$ cat src/rtl/stereo_rx_pkg.sv
package stereo_rx_pkg;
  localparam int WORD_W = 24;
  localparam int IDX_W  = $clog2(WORD_W + 1);

  typedef logic [WORD_W-1:0] sample_t;
  typedef logic [IDX_W-1:0]  bitidx_t;

  // Word limit for the current bit-clock source and ratio.
  function automatic bitidx_t pick_cap(logic ext, logic wide, bitidx_t narrow);
    return (ext || wide) ? bitidx_t'(WORD_W) : narrow;
  endfunction

  // Write a received bit at its MSB-first position.
  function automatic sample_t place_bit(sample_t w, bitidx_t idx, logic b);
    sample_t r;
    bitidx_t pos;
    r   = w;
    pos = bitidx_t'(WORD_W - 1) - idx;
    r[pos] = b;
    return r;
  endfunction
endpackage

$ cat src/rtl/rx_sync_edge.sv
module rx_sync_edge #(
  parameter int W = 2
) (
  input  logic         clk,
  input  logic         rst_n,
  input  logic [W-1:0] raw,
  output logic [W-1:0] lvl,
  output logic [W-1:0] prev
);
  for (genvar g = 0; g < W; g++) begin : g_lane
    always_ff @(posedge clk) begin
      if (!rst_n) begin
        lvl[g]  <= 1'b0;
        prev[g] <= 1'b0;
      end else begin
        lvl[g]  <= raw[g];
        prev[g] <= lvl[g];
      end
    end
  end
endmodule

$ cat src/rtl/rx_bclk_divider.sv
module rx_bclk_divider #(
  parameter int DIV_HALF = 4
) (
  input  logic clk,
  input  logic rst_n,
  input  logic run,
  output logic bclk
);
  localparam int CNT_W = $clog2(DIV_HALF + 1);
  localparam logic [CNT_W-1:0] LAST = CNT_W'(DIV_HALF - 1);

  logic [CNT_W-1:0] cnt;

  always_ff @(posedge clk) begin
    if (!rst_n || !run) begin
      cnt  <= '0;
      bclk <= 1'b0;
    end else if (cnt == LAST) begin
      cnt  <= '0;
      bclk <= ~bclk;
    end else begin
      cnt  <= cnt + 1'b1;
    end
  end
endmodule

$ cat src/rtl/rx_word_assembler.sv
module rx_word_assembler
  import stereo_rx_pkg::*;
(
  input  logic    clk,
  input  logic    rst_n,
  input  logic    word_edge,
  input  logic    bit_rise,
  input  logic    sbit,
  input  bitidx_t cap,
  output sample_t word,
  output bitidx_t taken,
  output logic    bit_take
);
  logic lead_seen;

  // Capture happens only past the lead edge and below the limit.
  assign bit_take = bit_rise && !word_edge && lead_seen && (taken < cap);

  always_ff @(posedge clk) begin
    if (!rst_n) begin
      word      <= '0;
      taken     <= '0;
      lead_seen <= 1'b0;
    end else if (word_edge) begin
      word      <= '0;
      taken     <= '0;
      lead_seen <= bit_rise;
    end else if (bit_rise) begin
      if (!lead_seen) begin
        lead_seen <= 1'b1;
      end else if (bit_take) begin
        word  <= place_bit(word, taken, sbit);
        taken <= taken + 1'b1;
      end
    end
  end
endmodule

$ cat src/rtl/rx_channel_router.sv
module rx_channel_router
  import stereo_rx_pkg::*;
(
  input  logic    clk,
  input  logic    rst_n,
  input  logic    word_edge,
  input  logic    ending_level,
  input  sample_t word,
  output sample_t left_q,
  output sample_t right_q,
  output logic    pair_q,
  output logic    commit_left,
  output logic    commit_right
);
  logic armed;
  logic left_seen;

  assign commit_left  = word_edge && armed && !ending_level;
  assign commit_right = word_edge && armed &&  ending_level;

  always_ff @(posedge clk) begin
    if (!rst_n) begin
      armed     <= 1'b0;
      left_seen <= 1'b0;
      left_q    <= '0;
      right_q   <= '0;
      pair_q    <= 1'b0;
    end else begin
      pair_q <= commit_right && left_seen;
      if (word_edge) armed <= 1'b1;
      if (commit_left) begin
        left_q    <= word;
        left_seen <= 1'b1;
      end
      if (commit_right) begin
        right_q   <= word;
        left_seen <= 1'b0;
      end
    end
  end
endmodule

$ cat src/rtl/stereo_serial_rx.sv
module stereo_serial_rx
  import stereo_rx_pkg::*;
#(
  parameter int NARROW_BITS = 16,
  parameter int DIV_HALF    = 4
) (
  input  logic              clk,
  input  logic              rst_n,
  input  logic              ext_bclk,
  input  logic              wide_int,
  input  logic              bclk_in,
  input  logic              wclk_in,
  input  logic              sdata_in,
  output logic              bclk_gen,
  output logic [WORD_W-1:0] left_out,
  output logic [WORD_W-1:0] right_out,
  output logic              pair_valid
);
  localparam int SYNC_W = 2;
  localparam int LANE_B = 0;
  localparam int LANE_W = 1;

  // Named internal events
  logic              bclk_src;
  logic [SYNC_W-1:0] lvl;
  logic [SYNC_W-1:0] prev;
  logic              sdata_q;
  logic              bit_rise;
  logic              word_edge;
  logic              ending_level;
  bitidx_t           bit_cap;
  bitidx_t           bits_taken;
  logic              bit_take;
  sample_t           cur_word;
  logic              commit_left;
  logic              commit_right;

  rx_bclk_divider #(.DIV_HALF(DIV_HALF)) u_div (
    .clk   (clk),
    .rst_n (rst_n),
    .run   (!ext_bclk),
    .bclk  (bclk_gen)
  );

  assign bclk_src = ext_bclk ? bclk_in : bclk_gen;

  rx_sync_edge #(.W(SYNC_W)) u_sync (
    .clk   (clk),
    .rst_n (rst_n),
    .raw   ({wclk_in, bclk_src}),
    .lvl   (lvl),
    .prev  (prev)
  );

  always_ff @(posedge clk) begin
    if (!rst_n) sdata_q <= 1'b0;
    else        sdata_q <= sdata_in;
  end

  assign bit_rise     = lvl[LANE_B] && !prev[LANE_B];
  assign word_edge    = lvl[LANE_W] != prev[LANE_W];
  assign ending_level = prev[LANE_W];
  assign bit_cap      = pick_cap(ext_bclk, wide_int, bitidx_t'(NARROW_BITS));

  rx_word_assembler u_asm (
    .clk       (clk),
    .rst_n     (rst_n),
    .word_edge (word_edge),
    .bit_rise  (bit_rise),
    .sbit      (sdata_q),
    .cap       (bit_cap),
    .word      (cur_word),
    .taken     (bits_taken),
    .bit_take  (bit_take)
  );

  rx_channel_router u_route (
    .clk          (clk),
    .rst_n        (rst_n),
    .word_edge    (word_edge),
    .ending_level (ending_level),
    .word         (cur_word),
    .left_q       (left_out),
    .right_q      (right_out),
    .pair_q       (pair_valid),
    .commit_left  (commit_left),
    .commit_right (commit_right)
  );
endmodule

$ cat config.mk
export PLATFORM = sky130hd
export DESIGN_NAME = stereo_serial_rx
export DESIGN_NICKNAME = d
export VERILOG_FILES = /design/src/rtl/stereo_rx_pkg.sv /design/src/rtl/rx_sync_edge.sv /design/src/rtl/rx_bclk_divider.sv /design/src/rtl/rx_word_assembler.sv /design/src/rtl/rx_channel_router.sv /design/src/rtl/stereo_serial_rx.sv
export SDC_FILE = /design/constraint.sdc
export NUM_CORES = 1
export LEC_CHECK = 0
export ABC_AREA = 1
export BUFFER_PORTS_ARGS = -buffer_cell sky130_fd_sc_hd__buf_2
export CORE_MARGIN = 8
export CORE_UTILIZATION = 51
export CTS_CLUSTER_SIZE = 28
export DETAILED_ROUTE_END_ITERATION = 10
export HOLD_SLACK_MARGIN = 0.15
export MAX_ROUTING_LAYER = met4
export PLACE_DENSITY = 0.74
export SLEW_MARGIN = 20
export SYNTH_ARGS = -nofsm -noshare
export SYNTH_HDL_FRONTEND = slang
export SYNTH_HIERARCHICAL = 1
export SYNTH_SLANG_ARGS = --single-unit
export TNS_END_PERCENT = 10
$ cat constraint.sdc
create_clock -name clk -period 1.5 [get_ports clk]
set_clock_uncertainty 0.1 [all_clocks]
set_input_delay 0.225 -clock clk [delete_from_list [all_inputs] [get_ports clk]]
set_output_delay 0.225 -clock clk [all_outputs]
set_load 0.01 [all_outputs]
# ---- Word level (Yosys, flattened, before mapping)
# Index checks and enable logic that the tools add are counted.
dict set report classes {
  n_addsub 3
  order_cmp 3
  eq_ne 2
  n_mux 7
  n_bitwise 2
  reduce_logical 20
}
# op n
set op_table {}
lappend op_table {{24-bit bitwise mux} 1}
lappend op_table {{1-bit logical AND} 9}
lappend op_table {{5-bit by 6-bit < comparator with 1-bit output (second input constant)} 1}
lappend op_table {{2-bit OR reduction} 3}
lappend op_table {{5-bit by 1-bit adder with 5-bit output (second input constant)} 1}
lappend op_table {{1-bit demux with 5-bit select} 1}
lappend op_table {{5-bit by 1-bit >= comparator with 1-bit output (second input constant)} 1}
lappend op_table {{5-bit < comparator} 1}
lappend op_table {{5-bit subtractor (first input constant)} 1}
lappend op_table {{1-bit logical NOT} 4}
lappend op_table {{1-bit two-way mux} 4}
lappend op_table {{4-bit two-way mux} 1}
lappend op_table {{3-bit by 1-bit adder with 3-bit output (second input constant)} 1}
lappend op_table {{3-bit by 2-bit equality test with 1-bit output (second input constant)} 1}
lappend op_table {{3-bit AND reduction} 1}
lappend op_table {{1-bit logical OR} 2}
lappend op_table {{1-bit inverter} 2}
lappend op_table {{2-bit nonzero test} 1}
lappend op_table {{1-bit inequality test} 1}
dict set report word_totals {
  reg_bits 90
  input_bits 7
  output_inout_bits 50
  wordCells 52
}

# ---- Logic depth before layout (Yosys ltp)
# Gate-level depths: netlist of the first run.
dict set report depth {
  word_depth 6
  mapped_depth 11
  mapped_depth_nobuf 10
}

# ---- Modules after synthesis
# The synthesis of the first run kept the hierarchy.
# mod instances cells_per_inst area_each_um2
set modules_own_cells {}
lappend modules_own_cells {rx_channel_router 1 318 2052.0}
lappend modules_own_cells {rx_word_assembler 1 247 1655.3}
lappend modules_own_cells {rx_bclk_divider 1 19 156.4}
lappend modules_own_cells {rx_sync_edge 1 12 110.1}
lappend modules_own_cells {stereo_serial_rx 1 17 82.6}

# ---- Worst setup path before layout of the first run
# OpenSTA, ideal clock, no wires.
dict set report synth_path {
  kind {in2reg}
  from {in ext_bclk}
  to {reg u_asm.word[20]}
  setup_ps 115
  t_arrival_ps 1429
  path_slack_ps -145
  cell_stages 11
  path_cell_list {or2_1 > inv_1 > ha_1 > nand2_1 > nor2_1 > nand2_1 > buf_2 > buf_2 > nand4_1 > nand2_1 > nor2_1}
}
dict set report synth_between {
  elab_chain_cells 5
}
# item line_no
set synth_rtl {}
lappend synth_rtl {{start: declaration} stereo_serial_rx.sv:9} ;# input logic ext_bclk,
lappend synth_rtl {{1-bit logical OR} stereo_rx_pkg.sv:10} ;# return (ext || wide) ? bitidx_t'(WORD_W) : narrow;
lappend synth_rtl {{4-bit two-way mux} stereo_rx_pkg.sv:10}
lappend synth_rtl {{5-bit < comparator} rx_word_assembler.sv:17} ;# assign bit_take = bit_rise && !word_edge && lead_seen && (taken < cap);
lappend synth_rtl {{1-bit logical AND} rx_word_assembler.sv:17}
lappend synth_rtl {{3-bit AND reduction (no source line)} n/a}
lappend synth_rtl {{end signal: assignment} rx_word_assembler.sv:32} ;# word <= place_bit(word, taken, sbit);
lappend synth_rtl {{end: declaration} rx_word_assembler.sv:10} ;# output sample_t word,
# No other way between the ends.
# A chain may end at the register's enable or synchronous reset.

# ---- Worst setup path after layout of the first run
dict set report layout_path {
  from {reg u_asm.taken[3]}
  to {reg u_asm.word[6]}
}
dict set report layout_between {
  elab_chain_cells 6
}
# item line_no
set layout_rtl {}
lappend layout_rtl {{start: declaration} rx_word_assembler.sv:11} ;# output bitidx_t taken,
lappend layout_rtl {{start signal: assignment} rx_word_assembler.sv:33} ;# taken <= taken + 1'b1;
lappend layout_rtl {{5-bit subtractor} stereo_rx_pkg.sv:18} ;# pos = bitidx_t'(WORD_W - 1) - idx;
lappend layout_rtl {{5-bit by 6-bit < comparator with 1-bit output (implied by the code) / 5-bit by 1-bit >= comparator with 1-bit output (equally long branches)} stereo_rx_pkg.sv:19} ;# r[pos] = b;
lappend layout_rtl {{1-bit logical AND (implied by the code)} stereo_rx_pkg.sv:19}
lappend layout_rtl {{1-bit two-way mux (implied by the code)} stereo_rx_pkg.sv:19}
lappend layout_rtl {{1-bit demux with 5-bit select} n/a}
lappend layout_rtl {{24-bit bitwise mux} stereo_rx_pkg.sv:19}
# Parallel ways exist; a longest one is shown, timed or not.

==> flow_summary.yaml, run 1 <==
outcome:
  status: "finished with violations"
  violations: "setup timing"
finish:
  antenna_cells: 0
  fin_nets: 698
  final_common_cell: "nor2_1"
  syn2layout_area_growth_pct: 25.1
  final_cell_mix: "154 x nor2_1, 150 x nand2_1, 84 x dfxtp_1"
  drive_above_1_share: 0.206
clocking:
  clk_latency_ps: 350
  cts_buffer_depth: 2
  path_clk_slew_ps: 90
  clock-root-buffer: "clkbuf_8"
  clock-sinks: 90
  numCtsBuffers: 9
  cts_tree: "done"
  htreeDepth: 3
worst_setup_path:
  crit_chain: "ha_4, nand2_2, a21oi_4, nor2_4, buf_12, clkbuf_16, buf_6, a31oi_1, nor2_1"
  cp.arrival_ps: 1830
  slowest_stage: "dfxtp_2"
  cp.required_ps: 1650
  end_kind: "register"
  critPathBufInv: 3
  cp_max_fo: 6
  startpoint_type: "register"
  worstSetupPathType: "reg2reg"
  slowest_delay_ps: 350
  path_delay_family: "buffers and inverters"
timing:
  fin_ws_ps: -173
  slew_violations: 0
  rsz0062_at_grt: "true"
  fmaxAchievable_ghz: 0.598
  setup_tns_ps: -3820
  fin_crit_ps: 1670
  whs_ps: 323
  final.period_utilization: 1.12
  setup_viol: 29
  final-hold-violation-count: 0
pwr:
  p_int_mw: 3.54
  p_switching_mw: 1.07
  vdd_drop_max_uv: 452
  seqPwrFrac: 0.534
  swShare: 0.232
  powerDensity_nw_per_um2: 910
  clkPwrFrac: 0.392
  p_leak_nw: 2.67
  pwr-share-comb: 0.074
die:
  fp.dieH_um: 105
  fp-row-count: 32
  initial_core_util: 0.524
  die_area_um2: 11100
  die_w_um: 105
  io_pins: 57
  coreArea_um2: 7730
placed_design:
  portBuffers: 56
  gp_congestion: 0.845
  hpwlAfterDp_um: 5920
route:
  drt-vias-per-instance: 4.87
  met2_length_um: 4700
  drc: 0
  wl_met3_um: 609
  vias: 3831
  first_iter_violations: 225
  drtPass1Iterations: 7
  ant_nets: 0
  routed.top_layer: "met4"
  drt-met1-wl_um: 4210
  wl_per_cell_um: 12.2
  drt-total-wl_um: 9580
synth:
  syn_inst: 612
  yosys_warnings: 6
  synthesis.area_um2: 4050
  synth.avg_cell_area_um2: 6.62
hold_path:
  worstHoldPathType: "reg2reg"
global_routing:
  grt_use_total: 0.167
  grt_max_degree: 51
  grt_pass1_wl_um: 15100
  antenna_found_initial: 0
  grt_pass1_vias: 3345
  overflow: 0
flow_run:
  maxCapViolCount: 0
-- stage by stage --
| step | worst slack [ps] | total power, mW | cells | util | instance area, µm² |
|---|---|---|---|---|---|
| 6_report | -173 | 4.61 | 787 | 0.656 | 5070 |
| 5_1_grt | -255 | 4.81 | 787 | 0.656 | 5070 |
| 4_1_cts | -95.0 | 4.64 | 783 | 0.636 | 4920 |
| 3_5_place_dp | -331 | 2.82 | 760 | 0.584 | 4520 |
| 3_3_place_gp | -276 | 2.81 | 760 | 0.584 | 4520 |
| 2_1_floorplan | -58.3 | 2.71 | 614 | - | 4080 |
-- worst paths after layout --
| check | depth (start not counted) | slack (ps) | startpoint | end |
|---|---|---|---|---|
| setup reg to reg | 9 | -170 | u_asm/taken[3]$_SDFFE_PP0P_ | u_asm/word[6]$_SDFFE_PP0P_ |
| hold / removal | 1 | 320 | u_div/cnt[0]$_SDFF_PP0_ | u_div/cnt[0]$_SDFF_PP0_ |
| setup / recovery | 9 | -170 | u_asm/taken[3]$_SDFFE_PP0P_ | u_asm/word[6]$_SDFFE_PP0P_ |
| hold reg to reg | 1 | 320 | u_div/cnt[0]$_SDFF_PP0_ | u_div/cnt[0]$_SDFF_PP0_ |
-- routing by layer --
layer  GRT usage  vias to the layer above
met4      0.0540                        0
li1            -                     1976
met3      0.0510                        8
met5           -                        -
met1       0.192                     1716
met2       0.270                      131
-- cell type report --
class | count | area (µm²)
fillers | 654 | 2660
multi-input cells | 405 | 1910
flip-flops and latches | 90 | 1810
repair buffers | 87 | 679
inverters | 88 | 330
clock buffers | 10 | 138
well taps | 102 | 128
clock inverters | 5 | 78.8
-- worst reg2reg max path, delay by kind of cell (launching register included) --
kind	cells	cell delay (ps)
compound gates	2	270
fa+ha+maj	1	270
buf+inv	3	420
flops	1	350
simple gates	3	160
-- power by group through the flow --
stage               registers [mW]  logic, mW  clock network (mW)
floorplan                     2.53      0.183                   0
finish                        2.46      0.341                1.81
CTS                           2.46      0.329                1.85
global placement              2.51      0.297                   0
detailed placement            2.52      0.303                   0
global route                  2.47      0.386                1.95
-- timing repair --
| action | CTS | global route |
|---|---|---|
| setup buffers | 1 | 1 |
| gates resized for setup | 19 | 19 |
| setup endpoints to repair | 29 | 34 |
| cloned | 1 | 4 |
| hold buffers | 6 | 0 |
| endpoints found under the hold margin | 8 | 0 |
| pin swaps | 4 | 11 |
-- sequential cells by signal, indices dropped and copies added (netlist names), 2 cells and up --
| signal | count |
|---|---|
| u_asm/word | 24 |
| u_route/left_q | 24 |
| u_route/right_q | 24 |
| u_asm/taken | 5 |
| u_div/cnt | 3 |
| u_sync/lvl | 2 |
| u_sync/prev | 2 |
(Power assumes the default switching activity.)
==> inputs of run 2 (changes only) <==
--- a/config.mk
+++ b/config.mk
@@ -8,7 +8,7 @@
 export ABC_AREA = 1
 export BUFFER_PORTS_ARGS = -buffer_cell sky130_fd_sc_hd__buf_2
 export CORE_MARGIN = 8
-export CORE_UTILIZATION = 51
+export CORE_UTILIZATION = 50
 export CTS_CLUSTER_SIZE = 28
 export DETAILED_ROUTE_END_ITERATION = 10
 export HOLD_SLACK_MARGIN = 0.15
@@ -17,6 +17,5 @@
 export SLEW_MARGIN = 20
 export SYNTH_ARGS = -nofsm -noshare
 export SYNTH_HDL_FRONTEND = slang
-export SYNTH_HIERARCHICAL = 1
 export SYNTH_SLANG_ARGS = --single-unit
 export TNS_END_PERCENT = 10
==> run 2 against run 1 <==
Net effect:
- highest routed layer unchanged
- first-iteration DRC count is 16% lower
- power increased by 1.4%
- sequential share of layout area up 5.8 points
- the flow now finishes without violations
- critical endpoint is now u_asm.word[17]$_SDFFE_PP0P_
==> flow_summary.yaml, run 2 <==
flow_run:
  maxCapViolCount: 0
clocking:
  numCtsBuffers: 9
  cts_buffer_depth: 2
  cts_tree: "done"
  path_clk_slew_ps: 80
  clock-sinks: 90
  clk_latency_ps: 350
  htreeDepth: 3
  clock-root-buffer: "clkbuf_8"
placed_design:
  hpwlAfterDp_um: 5480
  gp_congestion: 0.867
  portBuffers: 56
  place_ws_ps: 56.8
  dpl_cell_area_um2: 4000
synth:
  synth_edf_count: 0
  yosysSeqAreaShare: 0.501
  synth_area_leaders: "dfxtp_1 50%, a21oi_1 8.8%, nand2_1 7.4%"
  synth.avg_cell_area_um2: 7.53
  syn_nets: 490
  synth.most_common_cell: "dfxtp_1"
  yosys-top-cells-count: "90 x dfxtp_1, 71 x nand2_1, 64 x inv_1"
  synthArstFlopShare: 0
  synthesis.area_um2: 3590
  ys.flop_type: "dfxtp_1"
  syn_inst: 477
  synth_top_area_frac: 0.501
  yosys_register_bits: 90
  yosys_warnings: 0
  synth.distinct_cells: 22
  yosysTopAreaCell: "dfxtp_1"
worst_setup_path:
  r2r_slack_ps: 130
  critPathBufInv: 3
  worstSetupPathType: "in2reg"
  startpoint: "ext_bclk"
  startpoint_type: "input pin"
  end_kind: "register"
  rr_startpoint: "u_sync.lvl[0]$_SDFF_PN0_"
  slowest_delay_ps: 540
  cp.required_ps: 1650
  cp.arrival_ps: 1600
  crit_chain: "dlygate4sd3_1, buf_2, o21ai_2, nand2_2, buf_6, nand3_1, nand2_1, nand2_1, nor2_1"
  slowest_stage: "dlygate4sd3_1"
  cp-endpoint: "u_asm.word[17]$_SDFFE_PP0P_"
  worst_r2r_endpoint: "u_asm.word[16]$_SDFFE_PP0P_"
  path_delay_family: "buffers and inverters"
  crit_cells: 9
  cp_common_cell: "nand2_1"
  worst-r2r-cell-count: 6
  cp_max_fo: 10
timing:
  slew_violations: 0
  setup_viol: 0
  max_slew_margin: 0.682
  final-hold-violation-count: 0
  fin_crit_ps: 1450
  tightestPinTransition_ps: 476
  rsz0062_at_grt: "true"
  fin_ws_ps: 48.4
  whs_ps: 177
  fmaxAchievable_ghz: 0.689
  final.period_utilization: 0.968
finish:
  multi_input_area_um2: 1440
  drive_above_1_share: 0.191
  final_common_cell: "dfxtp_1"
  fin_nets: 548
  fill_cells: 621
  syn2layout_area_growth_pct: 21.2
  fin_area_um2: 4350
  reg_top3: "u_asm.word: 24 flops, u_route.left_q: 24 flops, u_route.right_q: 24 flops"
  ff_latch_area_um2: 1810
  final_cell_mix: "86 x dfxtp_1, 70 x nand2_1, 63 x a21oi_1"
  antenna_cells: 0
hold_path:
  worstHoldPathType: "in2reg"
global_routing:
  grt_pass1_vias: 3007
  top_usage_layer: "met2"
  grt_pass1_wl_um: 13500
  grt_max_degree: 50
  overflow: 0
  antenna_found_initial: 0
  use_met3: 0.0497
  grtUsageMet2: 0.275
  grt_use_total: 0.168
  gr-usage-met1: 0.189
pwr:
  p_int_mw: 3.69
  seqPwrFrac: 0.525
  clkPwrFrac: 0.420
  vdd_drop_max_uv: 745
  p_leak_nw: 1.84
  swShare: 0.211
  p_switching_uw: 988
  p_total_mw: 4.68
  powerDensity_nw_per_um2: 1070
  pwr-share-comb: 0.055
die:
  die_w_um: 101
  initial_core_util: 0.506
  io_pins: 57
  coreArea_um2: 7100
  fp-row-count: 31
  fp.dieH_um: 101
  die_area_um2: 10200
outcome:
  status: "finished, final reports clean"
route:
  first_iter_violations: 189
  drt-vias-per-instance: 5.00
  ant_nets: 0
  vias: 3193
  wl_per_cell_um: 12.5
  drt-total-wl_um: 7970
  drtPass1Iterations: 4
  drc: 0
-- run 2: power by group through the flow --
stage                     clock, mW  sequential [mW]  combinational, mW
final                          1.97             2.45              0.256
after floorplan                   0             2.52              0.134
after global routing           2.09             2.46              0.289
after CTS                      2.00             2.45              0.244
after global placement            0             2.51              0.227
after detailed placement          0             2.51              0.233
-- run 2: how the worst min path moves through the flow --
stage / start / endpoint / slack (ps) / cells past startpoint
final: rst_n / u_sync.prev[0]$_SDFF_PN0_ / 180 / 4
after global routing: rst_n / u_sync.prev[0]$_SDFF_PN0_ / 190 / 4
after CTS: rst_n / u_sync.prev[0]$_SDFF_PN0_ / 160 / 4
after detailed placement: wclk_in / u_sync.lvl[1]$_SDFF_PN0_ / 310 / 3
after global placement: u_div.cnt[0]$_SDFF_PP0_ / u_div.cnt[0]$_SDFF_PP0_ / 310 / 1
after floorplan: ext_bclk / u_div.bclk$_SDFFE_PP0N_ / 200 / 1
-- run 2: kinds of logic after synthesis --
family	synth area share
and+or+nand+nor	0.211
AOI/OAI and AO/OA	0.155
buffers and inverters	0.104
DFF	0.501
adders and majority gates	0.0209
xor gates and xnor gates	0.00731
-- run 2: stage by stage --
stage	cells	utilization	TNS, ps
2_1_floorplan	477	-	0
3_3_place_gp	617	0.564	0
3_5_place_dp	617	0.564	0
4_1_cts	637	0.605	0
5_1_grt	639	0.613	-48.1
6_report	639	0.613	0
-- run 2: what timing repair did --
action | in CTS | in global routing
setup endpoints to repair | 1 | 26
setup buffers | 0 | 2
hold buffers | 4 | 0
resized for setup | 1 | 18
endpoints found under the hold margin | 4 | 0
-- run 2: layout make-up --
type,instances,area share
Sequential cell,90,0.415
Timing Repair Buffer,73,0.112
Multi-Input combinational cell,295,0.331
Tap cell,99,0.0284
Clock buffer,12,0.0333
Clock inverter,4,0.0227
Inverter,66,0.0578
-- run 2: worst reg2reg max path: stages (launching register included) --
cell	delay, ps
dfxtp_1	350
nand3_1	180
nor2_8	180
buf_6	160
nand3_1	90
o21ai_0	160
nor2_1	50
-- run 2: layer usage --
| metal | vias up | routed length (µm) |
|---|---|---|
| li1 | 1646 | - |
| met5 | - | 0 |
| met4 | 0 | 96 |
| met1 | 1454 | 3450 |
| met3 | 8 | 490 |
| met2 | 85 | 3940 |
==> inputs of run 3 (changes only) <==
--- a/config.mk
+++ b/config.mk
@@ -8,12 +8,12 @@
 export ABC_AREA = 1
 export BUFFER_PORTS_ARGS = -buffer_cell sky130_fd_sc_hd__buf_2
 export CORE_MARGIN = 8
-export CORE_UTILIZATION = 50
+export CORE_UTILIZATION = 55
 export CTS_CLUSTER_SIZE = 28
 export DETAILED_ROUTE_END_ITERATION = 10
 export HOLD_SLACK_MARGIN = 0.15
 export MAX_ROUTING_LAYER = met4
-export PLACE_DENSITY = 0.74
+export PLACE_DENSITY = 0.77
 export SLEW_MARGIN = 20
 export SYNTH_ARGS = -nofsm -noshare
 export SYNTH_HDL_FRONTEND = slang
==> constraint.sdc (replaced) <==
create_clock -name clk -period 1.9 [get_ports clk]
set_clock_uncertainty 0.1 [all_clocks]
set_input_delay 0.285 -clock clk [delete_from_list [all_inputs] [get_ports clk]]
set_output_delay 0.285 -clock clk [all_outputs]
set_load 0.01 [all_outputs]
==> run 3 against run 2 <==
Net effect:
- power down 29%
- combinational power down 25%
- clock power down 39%
- largest power group unchanged
- setup slack better by 220 ps
- via count down 0.44%
- sequential power down 21%
- final cell count down 3.8%
- wire length down 0.77%
==> flow_summary.yaml, run 3 (synthesis results as in run 2) <==
outcome:
  status: "finished, final reports clean"
die:
  fp.dieH_um: 96.8
  fp-row-count: 29
  coreArea_um2: 6350
  io_pins: 57
  initial_core_util: 0.566
  die_w_um: 96.8
  die_area_um2: 9380
finish:
  multi_input_area_um2: 1430
  fill_cells: 546
  syn2layout_area_growth_pct: 16.7
  reg_top3: "u_asm.word: 24 flops, u_route.left_q: 24 flops, u_route.right_q: 24 flops"
  ff_latch_area_um2: 1800
  fin_area_um2: 4190
  final_common_cell: "dfxtp_1"
  fin_nets: 546
  final_cell_mix: "90 x dfxtp_1, 71 x nand2_1, 64 x inv_1"
  drive_above_1_share: 0.158
  antenna_cells: 0
  layout.cells.non_filler: 615
route:
  drt-vias-per-instance: 5.17
  wl_met3_um: 391
  ant_nets: 0
  drtPass1Iterations: 5
  drt-total-wl_um: 7910
  met2_length_um: 3690
  wl_per_cell_um: 12.9
  first_iter_violations: 201
  routed.top_layer: "met4"
  drc: 0
  drt-met1-wl_um: 3690
  vias: 3179
global_routing:
  grt_max_degree: 50
  antenna_found_initial: 0
  overflow: 0
  grt_use_total: 0.179
  grt_pass1_wl_um: 13900
  grt_pass1_vias: 3025
pwr:
  vdd_drop_max_uv: 531
  clkPwrFrac: 0.363
  seqPwrFrac: 0.580
  p_leak_nw: 1.79
  p_int_mw: 2.54
  pwr-share-comb: 0.057
  powerDensity_nw_per_um2: 797
  swShare: 0.240
  p_switching_uw: 803
clocking:
  clk_latency_ps: 350
  numCtsBuffers: 9
  clock-root-buffer: "clkbuf_8"
  cts_tree: "done"
  cts_buffer_depth: 2
  htreeDepth: 3
  path_clk_slew_ps: 90
  clock-sinks: 90
  post_cts_resized: 0
  post_cts_buffers: 0
flow_run:
  maxCapViolCount: 0
placed_design:
  portBuffers: 56
  place_ws_ps: 236
  dp.cells: 590
  hpwlAfterDp_um: 5550
  dpl_cell_area_um2: 3910
  gp_congestion: 0.864
timing:
  slew_violations: 0
  rsz0062_at_grt: "false"
  setup_tns_ps: 0
  fin_crit_ps: 1630
  max_slew_margin: 0.655
  fin_ws_ps: 269
  final.period_utilization: 0.858
  final-hold-violation-count: 0
  setup_viol: 0
  fmaxAchievable_ghz: 0.613
  whs_ps: 321
  tightestPinTransition_ps: 516
worst_setup_path:
  startpoint_type: "input pin"
  slowest_stage: "dlygate4sd3_1"
  crit_cells: 8
  path_delay_family: "buffers and inverters"
  cp-endpoint: "u_asm.word[5]$_SDFFE_PP0P_"
  worstSetupPathType: "in2reg"
  cp_max_fo: 26
  slowest_delay_ps: 530
  worst_r2r_endpoint: "u_asm.taken[3]$_SDFFE_PP0P_"
  startpoint: "ext_bclk"
  end_kind: "register"
  cp.required_ps: 2070
  r2r_slack_ps: 290
  crit_chain: "dlygate4sd3_1, buf_2, o21ai_2, nand2_2, buf_12, nand3_1, nand2_1, a21oi_1"
  cp.arrival_ps: 1800
  rr_startpoint: "u_sync.lvl[0]$_SDFF_PN0_"
  worst-r2r-cell-count: 6
  critPathBufInv: 3
hold_path:
  worstHoldPathType: "reg2reg"
## run 3: cell types whose count changed in the layout (fill, tap and decap cells not counted), sizes merged
cell and change:
clkinvlp +2, inv +2, nor2 +1, bufinv -3, dlygate4sd3 +4, clkbuf -1, buf -7
## run 3: area by class of cell
cell class / instances / area share
Inverter: 66 / 0.0591
Timing Repair Buffer: 70 / 0.103
Multi-Input combinational cell: 296 / 0.341
Clock inverter: 5 / 0.00865
Sequential cell: 90 / 0.430
Clock buffer: 11 / 0.0361
Tap cell: 77 / 0.0230
## run 3: per-stage QoR
stage | total power [mW] | utilization
after floorplan | 2.10 | -
after global placement | 2.15 | 0.616
after detailed placement | 2.16 | 0.616
after CTS | 3.36 | 0.659
after global routing | 3.48 | 0.660
final | 3.34 | 0.660
## run 3: power groups by stage
stage / clock (mW) / combinational, mW / sequential, mW
4_1_cts: 1.23 / 0.191 / 1.94
3_3_place_gp: 0 / 0.173 / 1.98
2_1_floorplan: 0 / 0.106 / 1.99
5_1_grt: 1.32 / 0.217 / 1.94
6_report: 1.21 / 0.191 / 1.94
3_5_place_dp: 0 / 0.178 / 1.98
## run 3: routing by layer
metal	vias up	GRT usage
met5	-	-
met3	12	0.0491
met4	0	0.0769
met1	1444	0.212
met2	79	0.278
li1	1644	-
## run 3: worst min-delay path by stage
stage                                          from                              end  slack (ps)  cells past startpoint
CTS                         u_div.cnt[0]$_SDFF_PP0_          u_div.cnt[0]$_SDFF_PP0_         330                      1
global placement            u_div.cnt[0]$_SDFF_PP0_          u_div.cnt[0]$_SDFF_PP0_         310                      1
global route        u_route.left_q[14]$_SDFFE_PN0P_  u_route.left_q[14]$_SDFFE_PN0P_         360                      2
floorplan                                  ext_bclk          u_div.bclk$_SDFFE_PP0N_         260                      1
detailed placement          u_div.cnt[0]$_SDFF_PP0_          u_div.cnt[0]$_SDFF_PP0_         310                      1
finish                      u_div.cnt[0]$_SDFF_PP0_          u_div.cnt[0]$_SDFF_PP0_         320                      1
## run 3: repair_timing
action                                  4_1_cts  5_1_grt
hold buffers                                  8        0
endpoints found under the setup margin        0        1
endpoints found under the hold margin         5        0
